`src/rtl/lst_pkg.sv`:
```
package lst_pkg;

  typedef enum logic [1:0] {
    LS_IDLE  = 2'd0,
    LS_DATA  = 2'd1,
    LS_TRAIN = 2'd2
  } link_st_e;

  // Training frame: lower half ones (sent first), upper half zeros.
  function automatic logic [63:0] train_bits(input int unsigned frame_w);
    logic [63:0] v;
    v = '0;
    for (int unsigned i = 0; i < frame_w / 2; i++) v[i] = 1'b1;
    return v;
  endfunction

endpackage

```
`src/rtl/lst_bit_timer.sv`:
```
module lst_bit_timer #(
  parameter int FRAME_W = 12,
  localparam int IDX_W  = $clog2(FRAME_W)
) (
  input  logic clk,
  input  logic rst,
  input  logic run,
  output logic load,
  output logic active
);

  localparam logic [IDX_W-1:0] LAST_IDX = IDX_W'(FRAME_W - 1);

  logic [IDX_W-1:0] idx_q;
  logic             act_q;

  assign load   = run & (~act_q | (idx_q == LAST_IDX));
  assign active = act_q;

  always_ff @(posedge clk) begin
    if (rst || !run) begin
      idx_q <= '0;
      act_q <= 1'b0;
    end else begin
      act_q <= 1'b1;
      if (load) idx_q <= '0;
      else      idx_q <= idx_q + 1'b1;
    end
  end

endmodule

```
`src/rtl/lst_train_ctrl.sv`:
```
module lst_train_ctrl
  import lst_pkg::*;
#(
  parameter int TRAIN_MIN = 1024,
  localparam int CNT_W    = $clog2(TRAIN_MIN + 1)
) (
  input  logic             clk,
  input  logic             rst,
  input  logic             run,
  input  logic             load,
  input  logic             sync_a,
  input  logic             sync_b,
  output logic             train_now,
  output logic             in_train,
  output logic [CNT_W-1:0] left_q
);

  localparam logic [CNT_W-1:0] FIRST_LEFT = CNT_W'(TRAIN_MIN - 1);

  link_st_e st_q;
  logic     seen_q;
  logic     req;

  assign in_train = (st_q == LS_TRAIN);

  always_comb begin
    req       = sync_a | sync_b | seen_q;
    train_now = req | (in_train & (left_q != '0));
  end

  always_ff @(posedge clk) begin
    if (rst || !run) begin
      st_q   <= LS_IDLE;
      left_q <= '0;
      seen_q <= 1'b0;
    end else if (load) begin
      seen_q <= 1'b0;
      st_q   <= train_now ? LS_TRAIN : LS_DATA;
      if (train_now) begin
        if (!in_train)            left_q <= FIRST_LEFT;
        else if (left_q != '0)    left_q <= left_q - 1'b1;
      end
    end else begin
      seen_q <= seen_q | sync_a | sync_b;
    end
  end

endmodule

```
`src/rtl/lst_frame_shift.sv`:
```
module lst_frame_shift
  import lst_pkg::*;
#(
  parameter int DATA_W  = 10,
  localparam int FRAME_W = DATA_W + 2
) (
  input  logic              clk,
  input  logic              rst,
  input  logic              run,
  input  logic              load,
  input  logic              train_now,
  input  logic [DATA_W-1:0] word_in,
  output logic              ser_bit,
  output logic              frame_start
);

  localparam logic [63:0]        TRAIN_ALL = train_bits(FRAME_W);
  localparam logic [FRAME_W-1:0] TRAIN_PAT = TRAIN_ALL[FRAME_W-1:0];

  logic [FRAME_W-1:0] sh_q;
  logic               fs_q;
  logic [FRAME_W-1:0] data_frame;

  assign data_frame  = {1'b0, word_in, 1'b1};
  assign ser_bit     = sh_q[0];
  assign frame_start = fs_q;

  always_ff @(posedge clk) begin
    if (rst || !run) begin
      sh_q <= '0;
      fs_q <= 1'b0;
    end else if (load) begin
      sh_q <= train_now ? TRAIN_PAT : data_frame;
      fs_q <= 1'b1;
    end else begin
      sh_q <= {1'b0, sh_q[FRAME_W-1:1]};
      fs_q <= 1'b0;
    end
  end

endmodule

```
`src/rtl/lnk_sync_tx.sv`:
```
module lnk_sync_tx #(
  parameter int DATA_W    = 10,
  parameter int TRAIN_MIN = 1024
) (
  input  logic              clk,
  input  logic              rst,
  input  logic              pll_lock,
  input  logic              pwr_dn,
  input  logic              out_en,
  input  logic              sync_a,
  input  logic              sync_b,
  input  logic [DATA_W-1:0] word_in,
  output logic              frame_start,
  output logic              ser_bit,
  output logic              drv_en
);

  localparam int FRAME_W = DATA_W + 2;
  localparam int CNT_W   = $clog2(TRAIN_MIN + 1);

  logic             run;
  logic             load;
  logic             frm_act;
  logic             train_now;
  logic             trn_q;
  logic [CNT_W-1:0] cnt_q;
  logic             drv_q;

  assign run    = pll_lock & ~pwr_dn;
  assign drv_en = drv_q;

  lst_bit_timer #(.FRAME_W(FRAME_W)) u_tim (
    .clk    (clk),
    .rst    (rst),
    .run    (run),
    .load   (load),
    .active (frm_act)
  );

  lst_train_ctrl #(.TRAIN_MIN(TRAIN_MIN)) u_ctl (
    .clk       (clk),
    .rst       (rst),
    .run       (run),
    .load      (load),
    .sync_a    (sync_a),
    .sync_b    (sync_b),
    .train_now (train_now),
    .in_train  (trn_q),
    .left_q    (cnt_q)
  );

  lst_frame_shift #(.DATA_W(DATA_W)) u_shf (
    .clk         (clk),
    .rst         (rst),
    .run         (run),
    .load        (load),
    .train_now   (train_now),
    .word_in     (word_in),
    .ser_bit     (ser_bit),
    .frame_start (frame_start)
  );

  always_ff @(posedge clk) begin
    if (rst) drv_q <= 1'b0;
    else     drv_q <= run & out_en;
  end

endmodule

```
`config.mk`:
```
export PLATFORM = sky130hd
export DESIGN_NAME = lnk_sync_tx
export DESIGN_NICKNAME = d
export VERILOG_FILES = /design/src/rtl/lst_pkg.sv /design/src/rtl/lst_bit_timer.sv /design/src/rtl/lst_train_ctrl.sv /design/src/rtl/lst_frame_shift.sv /design/src/rtl/lnk_sync_tx.sv
export SDC_FILE = /design/constraint.sdc
export NUM_CORES = 1
export LEC_CHECK = 0
export BUFFER_PORTS_ARGS = -buffer_cell sky130_fd_sc_hd__buf_4
export CELL_PAD_IN_SITES_DETAIL_PLACEMENT = 0
export CELL_PAD_IN_SITES_GLOBAL_PLACEMENT = 1
export CORE_UTILIZATION = 45
export CTS_BUF_LIST = sky130_fd_sc_hd__clkbuf_16
export CTS_CLUSTER_SIZE = 40
export DETAILED_ROUTE_END_ITERATION = 10
export PLACE_DENSITY = 0.92
export SETUP_SLACK_MARGIN = 0.02
export SYNTH_ARGS = -nofsm -noshare
export SYNTH_HDL_FRONTEND = slang
export SYNTH_SLANG_ARGS = --single-unit
export TNS_END_PERCENT = 5
```
`constraint.sdc`:
```
create_clock -name clk -period 6.35 [get_ports clk]
set_clock_uncertainty 0.1 [all_clocks]
set_input_delay 1.27 -clock clk [delete_from_list [all_inputs] [get_ports clk]]
set_output_delay 1.27 -clock clk [all_outputs]
set_load 0.05 [all_outputs]
```
==> reports/metrics.cfg, run 1 <==
[setup_path]
crit_path_end_kind = register
r2r_start = u_ctl.left_q[0]$_SDFFE_PP0P_
regToRegEndpoint = u_shf.sh_q[5]$_SDFF_PP0_
cp_max_fo = 11
ff2ff_setup_slack_ps = 3730
crit_arrival_ps = 2970
worstPathRequired_ps = 6410
start_kind = input pin
worst-setup-path-type = in -> reg
r2r_cells = 7

[routing]
wire_per_inst_um = 15.25
vias_per_cell = 6.137
detail-route-antenna-nets = 0
drc = 2
first_pass_iters = 7
num_vias = 1209
drtIter0Drc = 38
postRouteWirelength_mm = 3.004

[placed_design]
pre_cts_ws_ps = 3063
place_hpwl_mm = 2.004
portBuffers = 19
placedCellCount = 189
gp_congestion = 0.8653

[sta]
slew_headroom_pct = 51.85
rsz0062_at_grt = false
fmaxAchievable_mhz = 343.8
fin_ws_ps = 3441
max_slew.worst_pin.slew_ps = 722.2
min_period_ps = 2909
maxSlewViolCount = 0
tns_ps = 0
hold_viol_final = 0
fin_crit_sh_pct = 45.81
setup_viol = 0

[power_and_ir_drop]
peakVddDrop_v = 0.0002070
p_per_area_mw_per_mm2 = 276.2
leakage_uw = 0.0006429

[synthesis]
synth-xor-area-share_pct = 1.270
synth_most_common_cell = dfxtp_1
synth.area.top_cells = dfxtp_1 (46%), o221a_2 (4.1%), nand2_1 (3.0%), a31oi_1 (2.7%), inv_1 (2.7%)
synth-adder-area-share_pct = 1.815
yosysSeqAreaShare_pct = 46.46
muxShareOfSynthArea_pct = 0
synthFlopType = dfxtp_1
yosysTopAreaCellShare_pct = 46.46
syn_area_mm2 = 0.001379
yosysWarnings = 0
avgSynthCellArea_um2 = 9.444
yosys.area_share.simple_pct = 24.59
synth_nets = 165
synth_common_cells = dfxtp_1 (32), nand2_1 (11), inv_1 (10)
yosysUniqueCellTypes = 44
synth_seq_cells = 32
syn_inst = 146
synthArstFlopShare_pct = 0
synth_edf_count = 0
synth_top_family_by_area = simple AND/OR/NAND/NOR gates
yosysTopAreaCell = dfxtp_1
synth-compound-area-share_pct = 20.60

[floorplanning]
die_h_um = 57.36
fp-row-count = 19
core_area_mm2 = 0.002829
start_util_pct = 48.74
die_w_um = 57.36
io_pins = 20
dieArea_mm2 = 0.003290

[clock_network]
clkTransAtPathRegs_ps = 50
cts_hold_buffers = 0
cts-root-buf = clkbuf_16
postCtsSetupRepairBufs = 0
cts_tree = built
cts_htree_levels = 2
cts_sinks = 32
clk_latency_ps = 280
cts_buffers = 5
cts_resized = 0
clock_path_buffers = 2

[final_layout]
final_core_util_pct = 58.78
num-nets-final = 185
final_layout_size_suffix_gt1_share_pct = 22.89
num_antenna_cells = 0
area_growth_pct = 20.60
fin_cells = 197

[hold_path]
min_to = u_shf.sh_q[0]$_SDFF_PP0_
min-delay-start = u_shf.sh_q[1]$_SDFF_PP0_
hp-class = reg -> reg
worstHoldPathCells = 2

[global_routing]
grt_pass1_vias = 1154
antenna_found_initial = 0
grt_usage_pct = 21.34
grt_overflow_total = 0
grt_first_pass_wirelength_mm = 5.140
grt_max_degree = 22

[outcome]
status = complete, but fails checks
violations = DRC

[flow_run]
cap_violations = 0

-- cell usage in the layout (no fill, tap or decap), types with 2 or more instances in the layout --
master	count
a31oi_1	6
inv_1	10
nor3b_1	2
dfxtp_1	32
nor2_1	9
and2_1	3
o211ai_1	2
o31ai_1	2
o31a_1	2
a21oi_1	5
or4_1	4
or2_2	2
buf_4	19
nand3_1	5
clkbuf_16	5
o221a_2	5
nor3_1	5
o22ai_1	5
nand2_1	11
nand2b_1	2
a211oi_1	3
clkinv_1	2
and4_1	2
ha_1	2
-- metrics by stage --
stage | power [uW] | cell area, um^2 | hold WS [ps]
after floorplan | 234.7 | 1379 | 316.1
after global placement | 245.3 | 1525 | 326.0
after detailed placement | 246.4 | 1525 | 334.4
after CTS | 465.6 | 1658 | 345.4
after global routing | 480.1 | 1663 | 371.0
final | 459.3 | 1663 | 341.5
-- metal layers --
layer / track usage (%) / wire length, um
met4: 17.42 / 124
met5: 0 / 0
met3: 5.442 / 134
met2: 33.22 / 1410
met1: 24.64 / 1334
-- power breakdown --
part	switching, uW	leakage [uW]	internal [uW]	total [uW]
logic	19.4	0.000319	16.0	35.4
registers	2.57	0.000259	205	208
clock network	76.7	0.0000648	139	216
total	98.7	0.000643	361	459
-- critical path, cell delays in order --
cell and delay [ps]:
buf_4 110, nand2b_1 140, a21oi_1 570, o311ai_1 360, buf_2 270, o221a_2 250
-- layout make-up --
type	instances	area (um^2)
multi-input cells	97	665.6
clock inverters	2	7.507
inverters	10	37.54
repair buffers	20	147.6
fillers	257	1166
clock buffers	5	125.1
well taps	31	38.79
flip-flops and latches	32	640.6
-- cell families after synthesis --
kind of cell | Yosys count
buffers and inverters | 17
xor gates and xnor gates | 2
DFF | 32
AOI/OAI and AO/OA | 37
adders and majority gates | 2
and+or+nand+nor | 56
-- sequential cells by signal, summed over array words and instances, names as in the netlist --
signal	cells
u_ctl.seen_q	1
u_ctl.st_q	2
u_tim.idx_q	4
u_ctl.left_q	11
drv_en	1
u_tim.active	1
u_shf.sh_q	11
u_shf.frame_start	1
-- how the worst max path moves through the flow --
| stage | start | end |
|---|---|---|
| after CTS | pwr_dn | u_shf.sh_q[2]$_SDFF_PP0_ |
| final | pwr_dn | u_shf.sh_q[5]$_SDFF_PP0_ |
| after detailed placement | pwr_dn | u_shf.sh_q[2]$_SDFF_PP0_ |
| after global routing | pwr_dn | u_ctl.left_q[3]$_SDFFE_PP0P_ |
| after floorplan | pll_lock | u_ctl.left_q[3]$_SDFFE_PP0P_ |
| after global placement | pwr_dn | u_shf.sh_q[1]$_SDFF_PP0_ |
Power figures use the tool's default switching activity.
==> run 2: changes to the inputs <==
--- a/config.mk
+++ b/config.mk
@@ -8,11 +8,11 @@
 export BUFFER_PORTS_ARGS = -buffer_cell sky130_fd_sc_hd__buf_4
 export CELL_PAD_IN_SITES_DETAIL_PLACEMENT = 0
 export CELL_PAD_IN_SITES_GLOBAL_PLACEMENT = 1
-export CORE_UTILIZATION = 45
+export CORE_UTILIZATION = 42
 export CTS_BUF_LIST = sky130_fd_sc_hd__clkbuf_16
 export CTS_CLUSTER_SIZE = 40
 export DETAILED_ROUTE_END_ITERATION = 10
-export PLACE_DENSITY = 0.92
+export PLACE_DENSITY = 0.88
 export SETUP_SLACK_MARGIN = 0.02
 export SYNTH_ARGS = -nofsm -noshare
 export SYNTH_HDL_FRONTEND = slang
==> constraint.sdc (replaced) <==
create_clock -name clk -period 2.8 [get_ports clk]
set_clock_uncertainty 0.1 [all_clocks]
set_input_delay 0.56 -clock clk [delete_from_list [all_inputs] [get_ports clk]]
set_output_delay 0.56 -clock clk [all_outputs]
set_load 0.05 [all_outputs]
==> run 2 against run 1 <==
The flow now finishes without violations. Clock-buffer cell count stayed put. Utilization shrank 3.4 points. Design area rose by 2.5%. Sequential share of layout area fell by 0.93 points. Non-clock buffer count is 3 higher. Register-to-register slack got worse by 3400 ps. Clock power up 130%. Die area up 6.9%. Wire length decreased by 4.2%. First-iteration DRC count increased by 45%. Worst setup slack got worse by 3100 ps. Highest routed layer unchanged.
==> reports/metrics.cfg, run 2 (synthesis results as in run 1) <==
[outcome]
status = complete, no violations

[sta]
fmaxAchievable_mhz = 411.0
max_slew.worst_pin.slew_ps = 534.7
rsz0062_at_grt = false
hold_viol_final = 0
maxSlewViolCount = 0
tns_ps = 0
slew_headroom_pct = 64.35
fin_crit_sh_pct = 86.90
setup_viol = 0
min_period_ps = 2433

[setup_path]
worstPathRequired_ps = 2860
path_cells = inv_1 > ha_1 > or4b_2 > or4_4 > and2_4 > o311a_1
start_kind = register
cp_max_fo = 8
worst-setup-path-type = reg -> reg
max_stage_delay_ps = 670
crit_arrival_ps = 2500
crit_path_end_kind = register
cpMaxStageDelayCell = or4b_2

[floorplanning]
fp-row-count = 20
start_util_pct = 44.80
io_pins = 20
dieArea_mm2 = 0.003516
core_area_mm2 = 0.003078
die_h_um = 59.30
die_w_um = 59.30

[final_layout]
final_layout_size_suffix_gt1_share_pct = 24.26
num_antenna_cells = 0
final_common_cell = dfxtp_1
area_growth_pct = 23.59
top_regs = u_ctl.left_q x11, u_shf.sh_q x11, u_tim.idx_q x4
fin_cells = 213
n_fill_cell = 286
final_cell_mix = dfxtp_1 (32), buf_4 (23), nand2_1 (11)
num-nets-final = 188

[hold_path]
hp-class = reg -> reg

[flow_run]
cap_violations = 0

[power_and_ir_drop]
peakVddDrop_v = 0.0003206
p_per_area_mw_per_mm2 = 615.0
leakage_uw = 0.0006605

[global_routing]
grt_overflow_total = 0
grt_usage_pct = 19.66
grt_max_degree = 17
grt_pass1_vias = 1112
antenna_found_initial = 0
grt_first_pass_wirelength_mm = 4.988

[placed_design]
portBuffers = 19
gp_congestion = 0.8102
placedCellCount = 206
place_hpwl_mm = 2.038

[clock_network]
cts_buffers = 5
cts_hold_buffers = 0
cts_tree = built
cts-root-buf = clkbuf_16
clock_path_buffers = 2
postCtsSetupRepairBufs = 0
cts_sinks = 32
cts_htree_levels = 2
clk_latency_ps = 280
clkTransAtPathRegs_ps = 50
cts_resized = 0

[routing]
num_vias = 1162
met1Wirelength_mm = 1.416
drc = 0
routed-wl-met3_um = 147
wl_met2_mm = 1.275
top_layer = met4
detail-route-antenna-nets = 0
postRouteWirelength_mm = 2.877
wire_per_inst_um = 13.51
first_pass_iters = 4
vias_per_cell = 5.455
drtIter0Drc = 55

run 2: final timing paths:
| kind | depth (start not counted) | slack, ps | startpoint | end |
|---|---|---|---|---|
| hold / removal | 2 | 350 | u_shf.sh_q[1]$_SDFF_PP0_ | u_shf.sh_q[0]$_SDFF_PP0_ |
| setup / recovery | 6 | 370 | u_ctl.left_q[0]$_SDFFE_PP0P_ | u_ctl.left_q[1]$_SDFFE_PP0P_ |
| setup reg to reg | 6 | 370 | u_ctl.left_q[0]$_SDFFE_PP0P_ | u_ctl.left_q[1]$_SDFFE_PP0P_ |
| hold reg to reg | 2 | 350 | u_shf.sh_q[1]$_SDFF_PP0_ | u_shf.sh_q[0]$_SDFF_PP0_ |
run 2: worst max-delay path: cells and delay by family, from the launching register on:
kind	cells	cell delay (ps)
buffers and inverters	1	70
AO/OA/AOI/OAI	1	270
AND/OR/NAND/NOR	3	1340
flip-flops	1	350
adder cells (fa/ha/maj)	1	190
run 2: report_power, final:
part	switching, uW	internal (uW)
clock network	178	317
logic	44.2	38.3
registers	5.49	465
run 2: area by class of cell:
cell class | count | area, um^2 | area share (%)
multi-input cells | 97 | 665.6 | 39.06
well taps | 44 | 55.05 | 3.231
repair buffers | 23 | 172.7 | 10.13
clock buffers | 5 | 125.1 | 7.342
flip-flops and latches | 32 | 640.6 | 37.59
inverters | 10 | 37.54 | 2.203
clock inverters | 2 | 7.507 | 0.4405
run 2: per-stage QoR:
stage / power (uW) / utilization [%] / cell area (um^2) / hold WS [ps] / setup slack, ps
3_5_place_dp: 561.6 / 51.06 / 1572 / 339.6 / 370.6
6_report: 1048 / 55.37 / 1704 / 345.6 / 366.8
2_1_floorplan: 532.2 / - / 1379 / 316.1 / 427.4
5_1_grt: 1080 / 55.37 / 1704 / 372.9 / 262.6
3_3_place_gp: 558.5 / 51.06 / 1572 / 323.2 / 443.1
4_1_cts: 1057 / 55.37 / 1704 / 350.6 / 362.8
run 2: metal layers:
metal  GRT usage (%)  vias to the layer above
met2           29.53                       22
li1                -                      588
met4           6.122                        0
met5               0                        -
met3           8.734                        4
met1           25.20                      548
==> run 3: changes to the inputs <==
--- a/config.mk
+++ b/config.mk
@@ -8,13 +8,14 @@
 export BUFFER_PORTS_ARGS = -buffer_cell sky130_fd_sc_hd__buf_4
 export CELL_PAD_IN_SITES_DETAIL_PLACEMENT = 0
 export CELL_PAD_IN_SITES_GLOBAL_PLACEMENT = 1
-export CORE_UTILIZATION = 42
+export CORE_UTILIZATION = 43
 export CTS_BUF_LIST = sky130_fd_sc_hd__clkbuf_16
 export CTS_CLUSTER_SIZE = 40
 export DETAILED_ROUTE_END_ITERATION = 10
-export PLACE_DENSITY = 0.88
+export PLACE_DENSITY = 0.89
 export SETUP_SLACK_MARGIN = 0.02
 export SYNTH_ARGS = -nofsm -noshare
 export SYNTH_HDL_FRONTEND = slang
+export SYNTH_HIERARCHICAL = 1
 export SYNTH_SLANG_ARGS = --single-unit
 export TNS_END_PERCENT = 5
==> run 3 against run 2 <==
Flip-flop and latch count did not move. Die area increased by 5.8%. Non-clock buffer count fell by 2. Sequential share of layout area is 1.8 points lower. Combinational power is 8.1% higher. Worst setup slack gained 48 ps. Utilization decreased by 1.7 points. Register-to-register slack better by 50 ps. Highest routed layer unchanged. Fmax grew 2.0%.
==> reports/metrics.cfg, run 3 <==
[setup_path]
crit_path_end_kind = register
cp_top_family = simple AND/OR/NAND/NOR gates
cp_max_fo = 10
worst-setup-path-type = reg -> reg
cpMaxStageDelayCell = or3b_2
path_cells = inv_1 > ha_1 > or3b_2 > o31ai_1 > nand2_1 > nand3b_1 > a21oi_1
start_kind = register
crit_arrival_ps = 2490
worstPathRequired_ps = 2910
max_stage_delay_ps = 560
crit_buf_inv = 1

[sta]
max_slew.worst_pin.slew_ps = 613.5
slew_headroom_pct = 58.78
fmaxAchievable_mhz = 419.2
fin_ws_ps = 414.7
min_period_ps = 2385
hold_viol_final = 0
tns_ps = 0
rsz0062_at_grt = false
maxSlewViolCount = 0
fin_crit_sh_pct = 85.19
setup_viol = 0

[global_routing]
grt_overflow_total = 0
grt_pass1_vias = 1061
grt_first_pass_wirelength_mm = 4.643
grt_max_degree = 26
antenna_found_initial = 0
grt_usage_pct = 17.43

[synthesis]
synth_most_common_cell = dfxtp_1
yosysUniqueCellTypes = 44
synth_common_cells = dfxtp_1 (32), nor2_1 (22), a21oi_1 (8), a31oi_1 (8), nand2b_1 (8)
synth.area.top_cells = dfxtp_1 (43%), nor2_1 (5.5%), a211oi_2 (4.2%), buf_6 (3.8%), a31oi_1 (3.3%)
synthFlopType = dfxtp_1
syn_area_mm2 = 0.001496
synth_edf_count = 0
yosysTopAreaCell = dfxtp_1
synthArstFlopShare_pct = 0
avgSynthCellArea_um2 = 9.471
yosysWarnings = 6
yosysSeqAreaShare_pct = 42.81
synth_seq_cells = 32
syn_inst = 158
yosysTopAreaCellShare_pct = 42.81
synth_nets = 177

[placed_design]
pre_cts_ws_ps = 450.6
gp_congestion = 0.7979
dpl_cell_area_mm2 = 0.001625
portBuffers = 19
place_hpwl_mm = 1.944

[routing]
wire_per_inst_um = 13.13
drtIter0Drc = 55
detail-route-antenna-nets = 0
drc = 0
first_pass_iters = 5
num_vias = 1192
postRouteWirelength_mm = 2.901
vias_per_cell = 5.394

[final_layout]
area_growth_pct = 19.57
n_fill_cell = 304
final_cell_mix = dfxtp_1 (32), nor2_1 (22), buf_4 (21)
num-nets-final = 193
num_antenna_cells = 0
fin_area_mm2 = 0.001789
final_layout_size_suffix_gt1_share_pct = 25.71
multi_input_area_um2 = 747.0
top_regs = u_ctl/left_q x11, u_shf/sh_q x11, u_tim/idx_q x4
final_common_cell = dfxtp_1
seq_area_um2 = 640.6

[clock_network]
cts_sinks = 32
cts-root-buf = clkbuf_16
postCtsSetupRepairBufs = 0
clk_latency_ps = 280
cts_tree = built
cts_resized = 0
cts_htree_levels = 2
cts_buffers = 5
clkTransAtPathRegs_ps = 50
cts_hold_buffers = 0
clock_path_buffers = 2

[floorplanning]
fp-row-count = 21
core_area_mm2 = 0.003337
io_pins = 20
die_w_um = 60.99
dieArea_mm2 = 0.003720
start_util_pct = 44.84
die_h_um = 60.99

[hold_path]
hp-class = reg -> reg

[power_and_ir_drop]
leakage_uw = 0.0006945
fin_total_pwr_uw = 1153
p_per_area_mw_per_mm2 = 644.3
peakVddDrop_v = 0.0003182

[outcome]
status = complete, no violations

[flow_run]
cap_violations = 0

-- run 3: cell types whose count changed in the layout (fill, tap and decap cells not counted), moves of 5 or more --
cell / previous run / this run
nor2_1: 9 / 22
o22ai_1: 5 / 0
o221a_2: 5 / 0
nand2b_1: 2 / 8
nand2_1: 11 / 3
-- run 3: cell type report --
| cell class | instances | area share, % |
|---|---|---|
| Clock buffer | 5 | 6.993 |
| Clock inverter | 3 | 2.168 |
| Inverter | 6 | 1.259 |
| Multi-Input combinational cell | 108 | 41.75 |
| Sequential cell | 32 | 35.80 |
| Tap cell | 46 | 3.217 |
| Timing Repair Buffer | 21 | 8.811 |
-- run 3: kinds of logic (layout without fill, tap and decap cells) --
family | after synthesis | after routing | synth area share [%]
adders and majority gates | 2 | 2 | 1.672
DFF | 32 | 32 | 42.81
buffers and inverters | 18 | 35 | 7.525
xor gates and xnor gates | 2 | 2 | 1.171
and+or+nand+nor | 61 | 61 | 24.83
AOI/OAI and AO/OA | 43 | 43 | 21.99
-- run 3: per-layer routing --
metal	vias up	GRT usage (%)	share of wire (%)
met1	546	20.78	45
met2	33	28.10	48
met4	0	9.740	2.5
li1	606	-	-
met5	-	0	0
met3	7	5.117	4.9
-- run 3: metrics by stage --
stage	utilization, %	hold slack, ps	cells
floorplan	-	306.6	158
global placement	48.71	321.3	213
detailed placement	48.71	333.3	213
CTS	53.62	340.6	221
global route	53.62	363.9	221
finish	53.62	340.2	221
-- run 3: power breakdown --
group / internal [uW] / switching, uW / leakage [uW] / total (uW)
Sequential: 463 / 4.61 / 0.000259 / 467
Clock: 413 / 183 / 0.0000850 / 596
Combinational: 40.5 / 48.7 / 0.000351 / 89.2
Total: 917 / 236 / 0.000695 / 1150
-- run 3: worst register-to-register path, cell delays in order (launching register included) --
cell	delay [ps]
dfxtp_1	340
inv_1	70
ha_1	180
or3b_2	560
o31ai_1	360
nand2_1	300
nand3b_1	270
a21oi_1	140
-- run 3: final timing paths --
kind,from,to,slack (ps),depth (start not counted)
worst max-delay path,u_ctl/left_q[0]$_SDFFE_PP0P_,u_shf/sh_q[9]$_SDFF_PP0_,410,7
worst min register to register,u_ctl/left_q[10]$_SDFFE_PP0P_,u_ctl/left_q[10]$_SDFFE_PP0P_,340,2
worst max register to register,u_ctl/left_q[0]$_SDFFE_PP0P_,u_shf/sh_q[9]$_SDFF_PP0_,410,7
worst min-delay path,u_ctl/left_q[10]$_SDFFE_PP0P_,u_ctl/left_q[10]$_SDFFE_PP0P_,340,2
